===== src/rtl/uam_pkg.sv =====
package uam_pkg;

    localparam int BYTE_W = 8;

    typedef enum logic [1:0] {
        OP_LOAD_L  = 2'b00,
        OP_LOAD_R  = 2'b01,
        OP_STORE_L = 2'b10,
        OP_STORE_R = 2'b11
    } uam_op_e;

    function automatic logic is_store(input uam_op_e op);
        return (op == OP_STORE_L) || (op == OP_STORE_R);
    endfunction

endpackage


===== src/rtl/uam_lane_map.sv =====
// Per-lane routing: which source (register or memory) feeds this lane,
// and which lane of that source it is taken from.
module uam_lane_map
    import uam_pkg::*;
#(
    parameter int LANES = 4,
    parameter int LANE  = 0,
    localparam int OFF_W = $clog2(LANES)
) (
    input  uam_op_e          op_i,
    input  logic [OFF_W-1:0] off_i,
    output logic             use_reg_o,
    output logic [OFF_W-1:0] idx_o
);
    localparam int TOP = LANES - 1;

    int k_v;
    int src_v;

    always_comb begin
        k_v       = int'(off_i);
        src_v     = LANE;
        use_reg_o = 1'b0;
        unique case (op_i)
            OP_LOAD_L: begin
                if (LANE >= TOP - k_v) begin
                    use_reg_o = 1'b0;
                    src_v     = LANE + k_v - TOP;
                end else begin
                    use_reg_o = 1'b1;
                end
            end
            OP_LOAD_R: begin
                if (LANE <= TOP - k_v) begin
                    use_reg_o = 1'b0;
                    src_v     = LANE + k_v;
                end else begin
                    use_reg_o = 1'b1;
                end
            end
            OP_STORE_L: begin
                if (LANE <= k_v) begin
                    use_reg_o = 1'b1;
                    src_v     = LANE + TOP - k_v;
                end
            end
            OP_STORE_R: begin
                if (LANE >= k_v) begin
                    use_reg_o = 1'b1;
                    src_v     = LANE - k_v;
                end
            end
            default: use_reg_o = 1'b0;
        endcase
        idx_o = src_v[OFF_W-1:0];
    end

endmodule


===== src/rtl/uam_merge_core.sv =====
// Combinational byte-lane merge built from one lane map per lane.
module uam_merge_core
    import uam_pkg::*;
#(
    parameter int LANES = 4,
    localparam int OFF_W = $clog2(LANES),
    localparam int DW    = LANES * BYTE_W
) (
    input  uam_op_e          op_i,
    input  logic [OFF_W-1:0] off_i,
    input  logic [DW-1:0]    reg_i,
    input  logic [DW-1:0]    mem_i,
    output logic [DW-1:0]    data_o,
    output logic [LANES-1:0] be_o
);
    localparam int SH = $clog2(BYTE_W);

    logic store_w;
    assign store_w = is_store(op_i);

    for (genvar g = 0; g < LANES; g++) begin : g_lane
        logic             use_reg;
        logic [OFF_W-1:0] idx;
        logic [OFF_W+SH-1:0] base;

        uam_lane_map #(
            .LANES (LANES),
            .LANE  (g)
        ) u_map (
            .op_i      (op_i),
            .off_i     (off_i),
            .use_reg_o (use_reg),
            .idx_o     (idx)
        );

        assign base = {idx, {SH{1'b0}}};
        assign data_o[g*BYTE_W +: BYTE_W] = use_reg ? reg_i[base +: BYTE_W]
                                                    : mem_i[base +: BYTE_W];
        assign be_o[g] = use_reg & store_w;
    end

    // Lane-count checks on the enables produced by the lane maps
    always_comb begin
        if (op_i == OP_STORE_L) begin
            p_swl_lane_count_r6: assert ($countones(be_o) == int'(off_i) + 1)
                else $error("store-left enable count wrong");
        end else if (op_i == OP_STORE_R) begin
            p_swr_lane_count_r6: assert ($countones(be_o) == LANES - int'(off_i))
                else $error("store-right enable count wrong");
        end else begin
            p_load_no_enable_r6: assert (be_o == '0)
                else $error("load produced byte enables");
        end
    end

endmodule


===== src/rtl/unaligned_merge.sv =====
module unaligned_merge
    import uam_pkg::*;
#(
    parameter int LANES     = 4,
    parameter int ADDR_W    = 32,
    parameter int REG_IDX_W = 5,
    localparam int OFF_W = $clog2(LANES),
    localparam int DW    = LANES * BYTE_W
) (
    input  logic                 clk_i,
    input  logic                 rst_i,
    input  logic                 req_i,
    input  logic [1:0]           op_i,
    input  logic [ADDR_W-1:0]    addr_i,
    input  logic [REG_IDX_W-1:0] dst_i,
    input  logic [DW-1:0]        reg_i,
    input  logic [DW-1:0]        mem_i,
    output logic                 vld_o,
    output logic [DW-1:0]        data_o,
    output logic [LANES-1:0]     be_o,
    output logic [ADDR_W-1:0]    addr_o,
    output logic                 reg_we_o
);
    typedef struct packed {
        logic              vld;
        logic [DW-1:0]     data;
        logic [LANES-1:0]  be;
        logic [ADDR_W-1:0] addr;
        logic              reg_we;
    } state_t;

    state_t st_d, st_q;

    uam_op_e          op_w;
    logic [DW-1:0]    mrg_data_w;
    logic [LANES-1:0] mrg_be_w;

    assign op_w = uam_op_e'(op_i);

    uam_merge_core #(
        .LANES (LANES)
    ) u_core (
        .op_i   (op_w),
        .off_i  (addr_i[OFF_W-1:0]),
        .reg_i  (reg_i),
        .mem_i  (mem_i),
        .data_o (mrg_data_w),
        .be_o   (mrg_be_w)
    );

    always_comb begin
        st_d        = st_q;
        st_d.vld    = req_i;
        st_d.reg_we = 1'b0;
        if (req_i) begin
            st_d.data   = mrg_data_w;
            st_d.be     = mrg_be_w;
            st_d.addr   = {addr_i[ADDR_W-1:OFF_W], {OFF_W{1'b0}}};
            st_d.reg_we = !is_store(op_w) && (dst_i != '0);
        end
    end

    always_ff @(posedge clk_i) begin
        if (rst_i) begin
            st_q <= '0;
        end else begin
            st_q <= st_d;
        end
    end

    assign vld_o    = st_q.vld;
    assign data_o   = st_q.data;
    assign be_o     = st_q.be;
    assign addr_o   = st_q.addr;
    assign reg_we_o = st_q.reg_we;

    p_vld_follows_req_r8: assert property (@(posedge clk_i) disable iff (rst_i)
        req_i |=> vld_o)
        else $error("valid missing after request");

    p_idle_hold_r8: assert property (@(posedge clk_i) disable iff (rst_i)
        !req_i |=> (!vld_o && !reg_we_o && $stable(data_o) && $stable(be_o)))
        else $error("outputs moved without request");

    p_zero_dst_no_write_r7: assert property (@(posedge clk_i) disable iff (rst_i)
        (req_i && dst_i == '0) |=> !reg_we_o)
        else $error("write strobe for index zero");

    p_store_no_write_r7: assert property (@(posedge clk_i) disable iff (rst_i)
        (req_i && is_store(op_w)) |=> !reg_we_o)
        else $error("write strobe after store");

    p_addr_aligned_r1: assert property (@(posedge clk_i) disable iff (rst_i)
        vld_o |-> (addr_o[OFF_W-1:0] == '0))
        else $error("unaligned output address");

    p_swr_full_word_r10: assert property (@(posedge clk_i) disable iff (rst_i)
        (req_i && op_w == OP_STORE_R && addr_i[OFF_W-1:0] == '0) |=> (be_o == '1 && data_o == $past(reg_i)))
        else $error("store-right at offset zero not whole word");

    p_reset_clears_r9: assert property (@(posedge clk_i)
        rst_i |=> (!vld_o && !reg_we_o && be_o == '0 && data_o == '0))
        else $error("reset did not clear outputs");

endmodule


===== config.mk =====
export PLATFORM = sky130hd
export DESIGN_NAME = unaligned_merge
export DESIGN_NICKNAME = d
export VERILOG_FILES = /design/src/rtl/uam_pkg.sv /design/src/rtl/uam_lane_map.sv /design/src/rtl/uam_merge_core.sv /design/src/rtl/unaligned_merge.sv
export SDC_FILE = /design/constraint.sdc
export NUM_CORES = 1
export LEC_CHECK = 0
export BUFFER_PORTS_ARGS = -buffer_cell sky130_fd_sc_hd__buf_2
export CAP_MARGIN = 20
export CORE_MARGIN = 10
export CORE_UTILIZATION = 50
export DETAILED_ROUTE_END_ITERATION = 6
export PLACE_DENSITY = 0.77
export SYNTH_ARGS = -nofsm -noshare
export SYNTH_HDL_FRONTEND = slang
export SYNTH_SLANG_ARGS = --single-unit

===== constraint.sdc =====
create_clock -name clk_i -period 2.8 [get_ports clk_i]
set_input_delay 0 -clock clk_i [delete_from_list [all_inputs] [get_ports clk_i]]
set_output_delay 0 -clock clk_i [all_outputs]
set_load 0.01 [all_outputs]

======== Yosys cells after proc, flatten, opt, wreduce, memory -nomap -nowiden ========
Index checks and enable logic that the tools add are counted.
Widths: inputs -> output; s select.
storage, ports and cells
  bits in registers ....................... 68
  bits of input ports ..................... 106
cells by class
  add/subtract/negate cells ............... 14
  order comparisons ....................... 14
  equality and inequality tests ........... 3
  shifts and indexed selects .............. 8
  muxes and demuxes ....................... 40
  bitwise logic cells ..................... 5
  reductions and logical operators ........ 6
operators by type and width
  kind                 count
  $shiftx 32x6->8      8
  $mux 8               4
  $pmux 2 s4           4
  $mux 2               14
  $pmux 1 s4           4
  $mux 1               14
  $sub 1x2->2 const A  4
  $sub 2x2->2 const B  4
  $ge 3x3->1 const A   2
  $le 3x3->1 const A   2
  $reduce_bool 5->1    1
  $add 2x2->2 const A  2
  $and 1x1->1          4
  $eq 2x2->1 const B   2
  $ge 1x2->1 const A   2
  $le 2x2->1 const A   2
  $sub 2x2->2 const A  2
  $ge 1x3->1 const A   1
  $ge 2x3->1 const A   1
  $le 1x3->1 const A   1
  $le 2x3->1 const A   1
  $sub 2x2->3 const A  1
  $add 1x2->2 const A  1
  $eq 2x1->1 const B   1
  8 further kinds      8

======== Logic depth before layout (Yosys ltp) ========
Gate-level depths: netlist of the first run.
  depth after elaboration ................. 6
  mapped depth ............................ 12
  mapped depth without buffers ............ 8

======== Cells and area by module ========
Synthesis of the first run repeated with hierarchy kept, for this count alone.
second synthesis, totals
  cells, all modules ...................... 419
  area, all modules ....................... 5,198.7 sq um
modules (own cells, without submodules)
  module                                 instances  cells an instance  area each (sq um)  seq. area each (sq um)
  unaligned_merge                        1          222                2,421.1            1,361.3
  uam_merge_core                         1          120                2,209.6            0.0
  uam_lane_map (u_core.g_lane[1].u_map)  1          26                 195.2              0.0
  uam_lane_map (u_core.g_lane[2].u_map)  1          19                 168.9              0.0
  uam_lane_map (u_core.g_lane[0].u_map)  1          19                 112.6              0.0
  uam_lane_map (u_core.g_lane[3].u_map)  1          13                 91.3               0.0

======== Worst setup path before layout of the first run ========
Ideal clock, no wire load.
  path type ............................... input port to flip-flop
  start ................................... in addr_i[0]
  end ..................................... reg st_q (netlist bit data_o[10])
  setup time .............................. 0.120 ns
  arrival ................................. 2.274 ns
  slack ................................... 0.406 ns
  stages on the path ...................... 11
  buffers on the path ..................... 3
  cells stage by stage .................... clkbuf_1 inv_1 ha_1 buf_6 or3_1 a211o_1 and2_1 buf_6 a211oi_1 a311oi_1 o31a_1
between the ends
  cells in the longest elaborated chain, start to end .. 6
  elaborated cells on any way between the ends .. 22
  those cells by class .................... 5 x add/sub; 4 x order compare; 2 x shift; 11 x mux
RTL lines
  item                                               RTL line                                    source
  from (decl)                                        unaligned_merge.sv:14                       input logic [ADDR_W-1:0] addr_i,
  $sub 2x2->3 / $add 1x2->2 (equally long branches)  n/a
  $le 2x3->1, or another cell as far along           uam_lane_map.sv:34                          if (LANE <= TOP - k_v) begin
  $mux 2 (on tied branches)                          uam_lane_map.sv:34, uam_lane_map.sv:26
  $pmux 2 s4                                         uam_lane_map.sv:24                          unique case (op_i)
  $shiftx 32x6->8 (on tied branches)                 uam_merge_core.sv:38, uam_merge_core.sv:37
  $mux 8 *                                           uam_merge_core.sv:37                        assign data_o[g*BYTE_W +: BYTE_W] = use_reg ? reg_i[base +: BYTE_W]
  to (signal assigned)                               unaligned_merge.sv:67                       st_q <= st_d;
  to (decl)                                          unaligned_merge.sv:32                       state_t st_d, st_q;
Every way passes the cells marked *; elsewhere a longest branch is shown, timed or not.
A chain may end at the register's enable or synchronous reset.

======== Worst setup path after layout of the first run ========
  start ................................... in addr_i[1]
  end ..................................... reg st_q (netlist bit data_o[13])
The elaborated chain is that of the path after synthesis.

==> impl_metrics.toml, run 1 <==
[status]
outcome = "complete, no violations"

[worst_setup_path]
worst-setup-path-type = "in2reg"
critPathRequiredTime_ns = 3.04
critical_path.startpoint_type = "input pin"
critical_path.endpoint_type = "flip-flop"
depth_of_the_worst_register_to_register_path = 3
critical_path_peak_fanout = 18
timing.critical_path.arrival_ns = 2.43

[synth]
post_synth_most_frequent_cells = "sky130_fd_sc_hd__mux2i_1, sky130_fd_sc_hd__dfxtp_1, sky130_fd_sc_hd__nand2_1, sky130_fd_sc_hd__nor2_1, sky130_fd_sc_hd__clkbuf_1"
ys_seq_elements = 68
yosysWarningCount = 0
synth_most_common_cell = "sky130_fd_sc_hd__mux2i_1"
synth_area_leaders = "sky130_fd_sc_hd__dfxtp_1, sky130_fd_sc_hd__mux2i_1, sky130_fd_sc_hd__mux4_2, sky130_fd_sc_hd__nand2_1, sky130_fd_sc_hd__nor2_1"
synth-edff-count = 0
synth_top_cell_area_share_pct = 28.0
syn-cell-area_um2 = 4860
synth_cells = 549
ys_seq_area_share_pct = 28.0
async_flop_share_pct = 0
synthesis.area_per_instance_um2 = 8.85
ys_types = 49
netlist.top_cell.by_area = "sky130_fd_sc_hd__dfxtp_1"
ys.flop_type = "sky130_fd_sc_hd__dfxtp_1"

[placement]
place.detailed.hpwl_mm = 13.6
port_buffers = 173
placement.setup.worst_slack_ns = 0.310
gp_routability_congestion = 0.934

[floorplan]
rows = 35
io_pins = 176
design.die.area_um2 = 14100
die_y_um = 119
area_of_the_core_region_um2 = 9330
initial_utilization_pct = 52.1
die_w_um = 119

[clock_tree]
clock_path_buffers = 2
h-tree-depth = 3
tritoncts = "yes"
cts_repair_resize_count = 0
clockRootBuffer = "sky130_fd_sc_hd__clkbuf_8"
latest_clock_arrival_within_the_worst_skew_pair_ns = 0.33
numCtsBuffers = 9
tritoncts_num_sinks = 68
cts.clk_slew.worst_paths_ns = 0.09

[cells_and_area]
area_growth_pct = 31.6
net_count_final = 856
drive_above_1_share_pct = 31.7
n_fill_cell = 789

[grt]
grtUsageMet1_pct = 34.3
grt_start_max_net_pins = 62
grt_usage_pct = 25.5
grtUsageMet3_pct = 6.95
grtUsageMet2_pct = 39.2
grt_first_pass_wirelength_mm = 29.6
first_global_vias = 5232
grt_antenna_before_repair = 0
grt_overflow = 0
grt_most_used_layer = "met2"

[sta]
maxSlewViolCount = 0
setup_tns_ns = 0
fmax_ghz = 0.456
max-slew-margin-rel_pct = 42.7
rsz0062_at_grt = "false"
final-hold-violation-count = 0
finalWorstSetupSlack_ns = 0.608
largest_clock_skew_in_the_final_design_ns = 0
layout_worst_path_cycle_share_pct = 78.3
final-setup-viol-count = 0
timing.final.crit_period_ns = 2.19
tightest_slew_ns = 0.854

[routing]
wirelength_mm = 19.0
ant_nets = 0
routed_wire_length_per_instance_um = 21.6
drt_drc = 0
via_count = 5314
initialDrtViolationCount = 639
drt-pass1-iter-count = 6
viasPerCell = 6.06

[power_and_ir_drop]
total_leakage_power_nw = 3.07
pwr_density_cell_nw_per_um2 = 474
vdd.ir_drop.worst_uv = 317

[worst_hold_path]
worst_hold_path.num_cells = 3
worstHoldPathType = "in2reg"

[job]
drv_cap = 0
==> per-stage QoR <==
stage	std cells	hold slack (ns)	util, %	total power, mW	instance area [um2]
CTS	876	0.0305	68.5	3.02	6390
global placement	828	0.240	62.7	2.03	5840
global route	876	0.0559	68.5	3.17	6390
detailed placement	828	0.247	62.7	2.05	5840
floorplan	550	0.148	-	1.70	4860
finish	877	0.0439	68.5	3.03	6390
==> power by group <==
group	leakage [nW]	internal, mW	switching, mW	total, mW
combinational	2.40	0.446	0.558	1.00
clock	0.110	0.508	0.432	0.941
sequential	0.563	1.04	0.0410	1.08
==> critical path, stage by stage <==
cell,delay (ns)
sky130_fd_sc_hd__buf_2,0.19
sky130_fd_sc_hd__inv_1,0.15
sky130_fd_sc_hd__ha_1,0.31
sky130_fd_sc_hd__or3_1,0.35
sky130_fd_sc_hd__a211o_1,0.31
sky130_fd_sc_hd__and2_1,0.37
sky130_fd_sc_hd__a211oi_1,0.36
sky130_fd_sc_hd__a311oi_1,0.08
sky130_fd_sc_hd__o31a_1,0.31
==> worst paths after layout <==
kind | from | end | slack [ns]
max reg2reg | data_o[13]$_SDFFE_PP0P_ | data_o[13]$_SDFFE_PP0P_ | 2.05
min | dst_i[3] | reg_we_o$_SDFF_PP0_ | 0.04
min reg2reg | data_o[18]$_SDFFE_PP0P_ | data_o[18]$_SDFFE_PP0P_ | 0.47
max | addr_i[1] | data_o[13]$_SDFFE_PP0P_ | 0.61
==> layout by cell type, fill, tap and decap left out, types with 3 or more instances in the layout <==
master | Yosys | final
sky130_fd_sc_hd__buf_2 | 11 | 172
sky130_fd_sc_hd__mux2i_1 | 102 | 102
sky130_fd_sc_hd__dfxtp_1 | 68 | 68
sky130_fd_sc_hd__nand2_1 | 59 | 59
sky130_fd_sc_hd__nor2_1 | 58 | 58
sky130_fd_sc_hd__dlygate4sd3_1 | 0 | 32
sky130_fd_sc_hd__buf_4 | 6 | 21
sky130_fd_sc_hd__nand3_1 | 18 | 18
sky130_fd_sc_hd__a211oi_1 | 17 | 17
sky130_fd_sc_hd__mux4_2 | 17 | 17
sky130_fd_sc_hd__a32oi_1 | 16 | 16
sky130_fd_sc_hd__a21oi_1 | 17 | 16
sky130_fd_sc_hd__a22oi_1 | 16 | 16
sky130_fd_sc_hd__nand2b_1 | 15 | 15
sky130_fd_sc_hd__nor3_1 | 13 | 13
sky130_fd_sc_hd__o21ai_1 | 13 | 13
sky130_fd_sc_hd__clkbuf_8 | 0 | 9
sky130_fd_sc_hd__a32o_1 | 8 | 8
sky130_fd_sc_hd__a21boi_1 | 8 | 8
sky130_fd_sc_hd__ha_1 | 8 | 8
sky130_fd_sc_hd__a311oi_1 | 7 | 7
sky130_fd_sc_hd__o31a_1 | 7 | 7
sky130_fd_sc_hd__inv_1 | 5 | 5
sky130_fd_sc_hd__o21ai_0 | 3 | 3
==> cell type report <==
cell class / count / area (um2) / share of cell area [%]
flip-flops and latches: 68 / 1360 / 21.3
clock inverters: 7 / 98.8 / 1.55
diodes: 1 / 2.50 / 0.0392
well taps: 129 / 161 / 2.53
multi-input cells: 429 / 3240 / 50.7
clock buffers: 9 / 124 / 1.94
inverters: 7 / 26.3 / 0.411
repair buffers: 227 / 1380 / 21.6
==> flip-flops by register name (all words and copies together) (netlist names) <==
name	cells
addr_o	30
be_o	4
data_o	32
reg_we_o	1
vld_o	1
==> logic make-up (layout without fill, tap and decap cells) <==
logic type	after synthesis	in the layout	share of synthesized area, %
adders and majority gates	8	8	2.06
xor gates and xnor gates	1	1	0.180
DFF	68	68	28.0
buffers and inverters	53	250	5.62
AOI/OAI and AO/OA	128	128	19.8
other	1	3	0.0772
and+or+nand+nor	170	170	15.1
muxes	120	120	29.1
==> metal layers <==
metal  wire length, um  vias up
li1                  -     2441
met1              8230     2518
met2              8320      319
met3              2000       36
met4               409        0
met5                 0        -
==> what timing repair did <==
item                       in CTS  in global routing
setup endpoints to repair       0                  0
hold endpoints to repair       31                  0
setup buffers                   0                  0
hold buffers                   32                  0
Note: power is estimated with default switching activity, not from simulation.
==> inputs of run 2 (changes only) <==
--- a/config.mk
+++ b/config.mk
@@ -5,12 +5,13 @@
 export SDC_FILE = /design/constraint.sdc
 export NUM_CORES = 1
 export LEC_CHECK = 0
+export ABC_AREA = 1
 export BUFFER_PORTS_ARGS = -buffer_cell sky130_fd_sc_hd__buf_2
 export CAP_MARGIN = 20
 export CORE_MARGIN = 10
 export CORE_UTILIZATION = 50
 export DETAILED_ROUTE_END_ITERATION = 6
-export PLACE_DENSITY = 0.77
+export PLACE_DENSITY = 0.75
 export SYNTH_ARGS = -nofsm -noshare
 export SYNTH_HDL_FRONTEND = slang
 export SYNTH_SLANG_ARGS = --single-unit
==> constraint.sdc (replaced) <==
create_clock -name clk_i -period 2.2 [get_ports clk_i]
set_input_delay 0 -clock clk_i [delete_from_list [all_inputs] [get_ports clk_i]]
set_output_delay 0 -clock clk_i [all_outputs]
set_load 0.01 [all_outputs]
==> impl_metrics.toml, run 2 <==
[grt]
grt_first_pass_wirelength_mm = 32.0
grt_start_max_net_pins = 88
grt_overflow = 0
first_global_vias = 6045
grt_usage_pct = 25.5
grt_antenna_before_repair = 0

[worst_setup_path]
timing.critical_path.arrival_ns = 1.83
critical_path_peak_fanout = 64
worstSetupStartpoint = "addr_i[1]"
crit_path_top_delay_cell = "sky130_fd_sc_hd__nand2_4"
critical_path.startpoint_type = "input pin"
worst-setup-path-type = "in2reg"
critical_path.endpoint_type = "flip-flop"
regToRegSetupSlack_ns = 1.52
endpoint = "data_o[31]$_SDFFE_PP0P_"
critical_path.cell_chain = "buf_2, inv_1, ha_1, or2_4, nand2_4, o21ai_0, nand2_1, nand3_1, nand2_1, a21oi_1"
critPathTopFamily = "simple AND/OR/NAND/NOR gates"
depth_of_the_worst_register_to_register_path = 2
critPathBufInv = 2
crit_path_frequent_cell = "sky130_fd_sc_hd__nand2_1"
startpoint_of_the_lowest_slack_register_to_register_path = "addr_o[2]$_SDFFE_PP0P_"
critPathRequiredTime_ns = 2.47
maximum_single_stage_delay_on_the_critical_path_ns = 0.41
rr_endpoint = "addr_o[2]$_SDFFE_PP0P_"
crit_cells = 10

[synth]
ys_seq_area_share_pct = 25.6
synth_top_cell_area_share_pct = 25.6
synth-edff-count = 0
ys_seq_elements = 68
ys.flop_type = "sky130_fd_sc_hd__dfxtp_1"
netlist.top_cell.by_area = "sky130_fd_sc_hd__dfxtp_1"
ys_types = 34
synth_most_common_cell = "sky130_fd_sc_hd__nand3_1"
synth_cells = 899
syn-cell-area_um2 = 5310
synth_area_leaders = "sky130_fd_sc_hd__dfxtp_1, sky130_fd_sc_hd__nand3_1, sky130_fd_sc_hd__nand2_1, sky130_fd_sc_hd__o21ai_0, sky130_fd_sc_hd__inv_1"
async_flop_share_pct = 0
yosysWarningCount = 0
synthesis.area_per_instance_um2 = 5.91
post_synth_most_frequent_cells = "sky130_fd_sc_hd__nand3_1, sky130_fd_sc_hd__nand2_1, sky130_fd_sc_hd__inv_1, sky130_fd_sc_hd__dfxtp_1"

[placement]
place.detailed.hpwl_mm = 14.6
gp_routability_congestion = 0.983
port_buffers = 173

[sta]
max-slew-margin-rel_pct = 59.4
tightest_slew_ns = 0.608
maxSlewViolCount = 0
largest_clock_skew_in_the_final_design_ns = 0
rsz0062_at_grt = "false"
layout_worst_path_cycle_share_pct = 70.9
fmax_ghz = 0.641
timing.final.crit_period_ns = 1.56
final-setup-viol-count = 0
final-hold-violation-count = 0
setup_tns_ns = 0

[floorplan]
initial_utilization_pct = 51.4
design.die.area_um2 = 15100
io_pins = 176
rows = 37
die_y_um = 123
area_of_the_core_region_um2 = 10300
die_w_um = 123

[routing]
drt_drc = 0
viasPerCell = 5.65
routed_wire_length_per_instance_um = 16.5
initialDrtViolationCount = 863
ant_nets = 0
wirelength_mm = 20.1
via_count = 6858
drt-pass1-iter-count = 6

[clock_tree]
latest_clock_arrival_within_the_worst_skew_pair_ns = 0.36
clock_path_buffers = 2
h-tree-depth = 3
tritoncts = "yes"
cts.clk_slew.worst_paths_ns = 0.11
clockRootBuffer = "sky130_fd_sc_hd__clkbuf_8"
tritoncts_num_sinks = 68
numCtsBuffers = 9

[worst_hold_path]
worstHoldPathType = "in2reg"

[cells_and_area]
number_of_diodes = 0
largest_register_ffs = 32
drive_above_1_share_pct = 21.5
n_fill_cell = 991
highest_count_cells_in_the_layout_ignoring_fill_and_taps = "sky130_fd_sc_hd__nand3_1, sky130_fd_sc_hd__nand2_1, sky130_fd_sc_hd__buf_2"
final_common_cell = "sky130_fd_sc_hd__nand3_1"
area_growth_pct = 27.4
net_count_final = 1187
final_util_pct = 65.6

[power_and_ir_drop]
vdd.ir_drop.worst_uv = 280
pwr_density_cell_nw_per_um2 = 583
total_leakage_power_nw = 3.57

[status]
outcome = "complete, no violations"

[job]
drv_cap = 0
[run 2: changes by cell type in the layout (fill, tap and decap cells not counted), moves of 15 or more]
cell	previous run	this run
sky130_fd_sc_hd__a211oi_1	17	0
sky130_fd_sc_hd__a21oi_1	16	53
sky130_fd_sc_hd__a22oi_1	16	0
sky130_fd_sc_hd__a32oi_1	16	0
sky130_fd_sc_hd__inv_1	5	81
sky130_fd_sc_hd__mux2i_1	102	0
sky130_fd_sc_hd__mux4_2	17	0
sky130_fd_sc_hd__nand2_1	59	201
sky130_fd_sc_hd__nand2b_1	15	0
sky130_fd_sc_hd__nand3_1	18	237
sky130_fd_sc_hd__o21ai_0	3	65
[run 2: worst min-delay path by stage]
stage,start,to,slack [ns],depth (start not counted)
2_1_floorplan,rst_i,be_o[0]$_SDFFE_PP0P_,0.07,1
3_3_place_gp,addr_i[3],addr_o[3]$_SDFFE_PP0P_,0.22,3
3_5_place_dp,addr_i[30],addr_o[30]$_SDFFE_PP0P_,0.23,3
4_1_cts,mem_i[23],data_o[31]$_SDFFE_PP0P_,0.05,5
5_1_grt,mem_i[4],data_o[28]$_SDFFE_PP0P_,0.1,5
6_report,mem_i[23],data_o[31]$_SDFFE_PP0P_,0.05,5
[run 2: layout make-up]
type,count,area [um2],area share [%]
multi-input cells,681,3280,48.5
flip-flops and latches,68,1360,20.1
well taps,136,170,2.51
repair buffers,225,1410,20.9
clock inverters,7,82.6,1.22
clock buffers,9,124,1.83
inverters,88,333,4.92
[run 2: cell families (layout without fill, tap and decap cells)]
| group | count (synthesis) | count (layout) | share of synthesized area, % |
|---|---|---|---|
| other | 1 | 2 | 0.0706 |
| adders and majority gates | 8 | 8 | 1.88 |
| and+or+nand+nor | 515 | 515 | 43.4 |
| AOI/OAI and AO/OA | 155 | 155 | 16.3 |
| buffers and inverters | 151 | 329 | 12.6 |
| xor gates and xnor gates | 1 | 1 | 0.165 |
| DFF | 68 | 68 | 25.6 |
[run 2: report_power, final]
group	switching (mW)	internal [mW]	total, mW
Sequential	0.0433	1.33	1.37
Clock	0.604	0.544	1.15
Combinational	0.885	0.536	1.42
Total	1.53	2.41	3.94
[run 2: worst min-delay path, stage by stage]
cell                      delay (ns)
sky130_fd_sc_hd__buf_2          0.09
sky130_fd_sc_hd__o21ai_0        0.08
sky130_fd_sc_hd__nand3_1        0.07
sky130_fd_sc_hd__nand2_1        0.05
sky130_fd_sc_hd__a21oi_1        0.10
[run 2: layer usage]
layer / global-route usage (%) / vias up / share of wire, % / wire, um
met1: 35.7 / 3027 / 42 / 8340
met4: 5.46 / 0 / 1.9 / 390
met3: 9.30 / 36 / 16 / 3190
met2: 36.6 / 474 / 41 / 8160
met5: 0 / - / 0 / 0
li1: - / 3321 / - / -
[run 2: repair_timing]
item                                    CTS  global route
endpoints found under the setup margin    0             0
endpoints found under the hold margin    38             0
hold buffers                             33             0
resized for setup                         0             0
buffers inserted                          0             0
[run 2: stage by stage]
| stage | worst slack (ns) | power, mW | std cells | area [um2] | hold slack, ns |
|---|---|---|---|---|---|
| 2_1_floorplan | 0.732 | 2.30 | 900 | 5320 | 0.0691 |
| 5_1_grt | 0.426 | 4.16 | 1214 | 6770 | 0.0953 |
| 4_1_cts | 0.681 | 3.92 | 1214 | 6770 | 0.0456 |
| 3_5_place_dp | 0.279 | 2.75 | 1165 | 6230 | 0.229 |
| 6_report | 0.640 | 3.94 | 1214 | 6770 | 0.0463 |
| 3_3_place_gp | 0.297 | 2.74 | 1165 | 6230 | 0.223 |
==> inputs of run 3 (changes only) <==
--- a/config.mk
+++ b/config.mk
@@ -9,9 +9,9 @@
 export BUFFER_PORTS_ARGS = -buffer_cell sky130_fd_sc_hd__buf_2
 export CAP_MARGIN = 20
 export CORE_MARGIN = 10
-export CORE_UTILIZATION = 50
+export CORE_UTILIZATION = 47
 export DETAILED_ROUTE_END_ITERATION = 6
-export PLACE_DENSITY = 0.75
+export PLACE_DENSITY = 0.74
 export SYNTH_ARGS = -nofsm -noshare
 export SYNTH_HDL_FRONTEND = slang
 export SYNTH_SLANG_ARGS = --single-unit
==> constraint.sdc (replaced) <==
create_clock -name clk_i -period 1.3 [get_ports clk_i]
set_input_delay 0 -clock clk_i [delete_from_list [all_inputs] [get_ports clk_i]]
set_output_delay 0 -clock clk_i [all_outputs]
set_load 0.01 [all_outputs]
==> impl_metrics.toml, run 3 (synthesis gave the netlist of run 2 again) <==
[status]
outcome = "finished with violations"
failed_checks = "DRC, setup timing"

[clock_tree]
tritoncts_num_sinks = 68
latest_clock_arrival_within_the_worst_skew_pair_ns = 0.33
numCtsBuffers = 9
h-tree-depth = 3
clock_path_buffers = 2
cts.clk_slew.worst_paths_ns = 0.06
tritoncts = "yes"
clockRootBuffer = "sky130_fd_sc_hd__clkbuf_16"

[worst_hold_path]
worstHoldPathType = "in2reg"
worst_hold_path.num_cells = 2

[floorplan]
io_pins = 176
rows = 38
die_w_um = 126
initial_utilization_pct = 48.6
die_y_um = 126
design.die.area_um2 = 16000
area_of_the_core_region_um2 = 10900

[sta]
timing.final.crit_period_ns = 1.38
fmax_ghz = 0.725
final-setup-viol-count = 11
maxSlewViolCount = 0
final-hold-violation-count = 0
largest_clock_skew_in_the_final_design_ns = 0
layout_worst_path_cycle_share_pct = 106
rsz0062_at_grt = "true"
finalWorstSetupSlack_ns = -0.0796

[placement]
placement.setup.worst_slack_ns = -0.399
dpl.cell_count = 1205
port_buffers = 173
place.detailed.hpwl_mm = 17.0
gp_routability_congestion = 1.01

[routing]
wirelength_mm = 25.7
routed_wire_length_per_instance_um = 20.1
drt_drc = 2
initialDrtViolationCount = 1178
via_count = 7592
drt-pass1-iter-count = 7
ant_nets = 0
viasPerCell = 5.95

[power_and_ir_drop]
power.share.switching_pct = 37.9
clockPowerShare_pct = 29.3
total_leakage_power_nw = 4.14
combinationalPowerShare_pct = 41.5
internal-power_mw = 4.96
vdd.ir_drop.worst_uv = 921
pwr_density_cell_nw_per_um2 = 976
power_frac_seq_pct = 29.2
pwr_total_mw = 8.00
p_sw_mw = 3.03

[worst_setup_path]
timing.critical_path.arrival_ns = 1.59
critical_path_peak_fanout = 8
critical_path.startpoint_type = "input pin"
worst-setup-path-type = "in2reg"
critical_path.endpoint_type = "flip-flop"
depth_of_the_worst_register_to_register_path = 2
critPathRequiredTime_ns = 1.51

[grt]
grt_antenna_before_repair = 1
grtUsageMet3_pct = 8.04
grtUsageMet1_pct = 33.0
grtUsageMet2_pct = 43.5
grt_first_pass_wirelength_mm = 35.7
grt_most_used_layer = "met2"
grt_start_max_net_pins = 65
first_global_vias = 6808
grt_overflow = 0
grt_usage_pct = 27.3

[job]
drv_cap = 0

[cells_and_area]
n_fill_cell = 855
area_growth_pct = 54.3
drive_above_1_share_pct = 36.9
final_cell_count_no_fill = 1275
final_common_cell = "sky130_fd_sc_hd__nand2_1"
largest_register_ffs = 32
net_count_final = 1243
highest_count_cells_in_the_layout_ignoring_fill_and_taps = "sky130_fd_sc_hd__nand2_1, sky130_fd_sc_hd__nand3_1, sky130_fd_sc_hd__buf_2"
==> run 3: cell count changes in the layout (fill, tap and decap cells not counted), moves of 10 or more <==
cell / delta
sky130_fd_sc_hd__nand2_1: -27
sky130_fd_sc_hd__a21oi_2: +16
sky130_fd_sc_hd__nand2_2: +25
sky130_fd_sc_hd__inv_1: -10
sky130_fd_sc_hd__clkbuf_16: +16
sky130_fd_sc_hd__nand3_2: +65
sky130_fd_sc_hd__buf_6: +12
sky130_fd_sc_hd__buf_4: +29
sky130_fd_sc_hd__a21oi_1: -17
sky130_fd_sc_hd__nand3_1: -66
==> run 3: layout make-up <==
cell class	instances	area (um2)	share of cell area [%]
timing repair buffer	281	2140	26.1
clock inverter	6	47.5	0.580
clock buffer	10	239	2.92
tap	140	175	2.14
multi-input combinational	681	3870	47.3
inverter	88	353	4.31
antenna	1	2.50	0.0305
sequential	68	1360	16.6
==> run 3: critical path, stage by stage <==
cell	delay, ns
sky130_fd_sc_hd__buf_4	0.13
sky130_fd_sc_hd__clkinvlp_4	0.09
sky130_fd_sc_hd__ha_1	0.17
sky130_fd_sc_hd__inv_2	0.04
sky130_fd_sc_hd__buf_4	0.14
sky130_fd_sc_hd__nand3_2	0.08
sky130_fd_sc_hd__nand2_2	0.07
sky130_fd_sc_hd__o21ai_4	0.16
sky130_fd_sc_hd__buf_12	0.14
sky130_fd_sc_hd__clkbuf_16	0.15
sky130_fd_sc_hd__nand2_1	0.06
sky130_fd_sc_hd__nand3_2	0.08
sky130_fd_sc_hd__nand3_2	0.08
sky130_fd_sc_hd__nand2_2	0.13
sky130_fd_sc_hd__a21oi_2	0.07
==> run 3: per-layer routing <==
metal,part of all wire [%],vias to the layer above,routed length [um]
li1,-,3445,-
met1,35,3460,9110
met2,47,548,12000
met3,12,139,3190
met4,5.5,0,1420
met5,0,-,0
==> run 3: final timing paths <==
path                                              start                       to  slack (ns)
worst min-delay path                              req_i  data_o[17]$_SDFFE_PP0P_      0.0006
worst min register to register   data_o[3]$_SDFFE_PP0P_   data_o[3]$_SDFFE_PP0P_        0.46
worst max-delay path                          addr_i[1]  data_o[23]$_SDFFE_PP0P_       -0.08
worst max register to register  data_o[23]$_SDFFE_PP0P_  data_o[23]$_SDFFE_PP0P_        0.54
==> run 3: power by group through the flow <==
stage                     clock network [mW]  registers, mW  logic, mW
final                                   2.34           2.34       3.32
after global routing                    2.43           2.36       3.53
after CTS                               2.34           2.33       2.65
after detailed placement                   0           2.37       2.53
after global placement                     0           2.37       2.51
after floorplan                            0           2.46       1.47
==> run 3: timing repair <==
action                                  4_1_cts  5_1_grt
hold endpoints to repair                     31        0
resized for setup                             8      154
pin swaps                                     5       39
endpoints found under the setup margin       14       32
hold buffers                                 32        0
cloned                                        1       10
buffers inserted                              3        7
==> run 3: stage by stage <==
stage	area [um2]	utilization, %	TNS (ns)	hold slack, ns
global placement	6610	60.4	-9.98	0.221
finish	8200	74.9	-0.329	0.000628
CTS	7280	66.6	-0.0816	0.00273
detailed placement	6610	60.4	-10.99	0.227
global route	8200	74.9	-2.31	0.0153
floorplan	5370	-	-2.13	0.0691
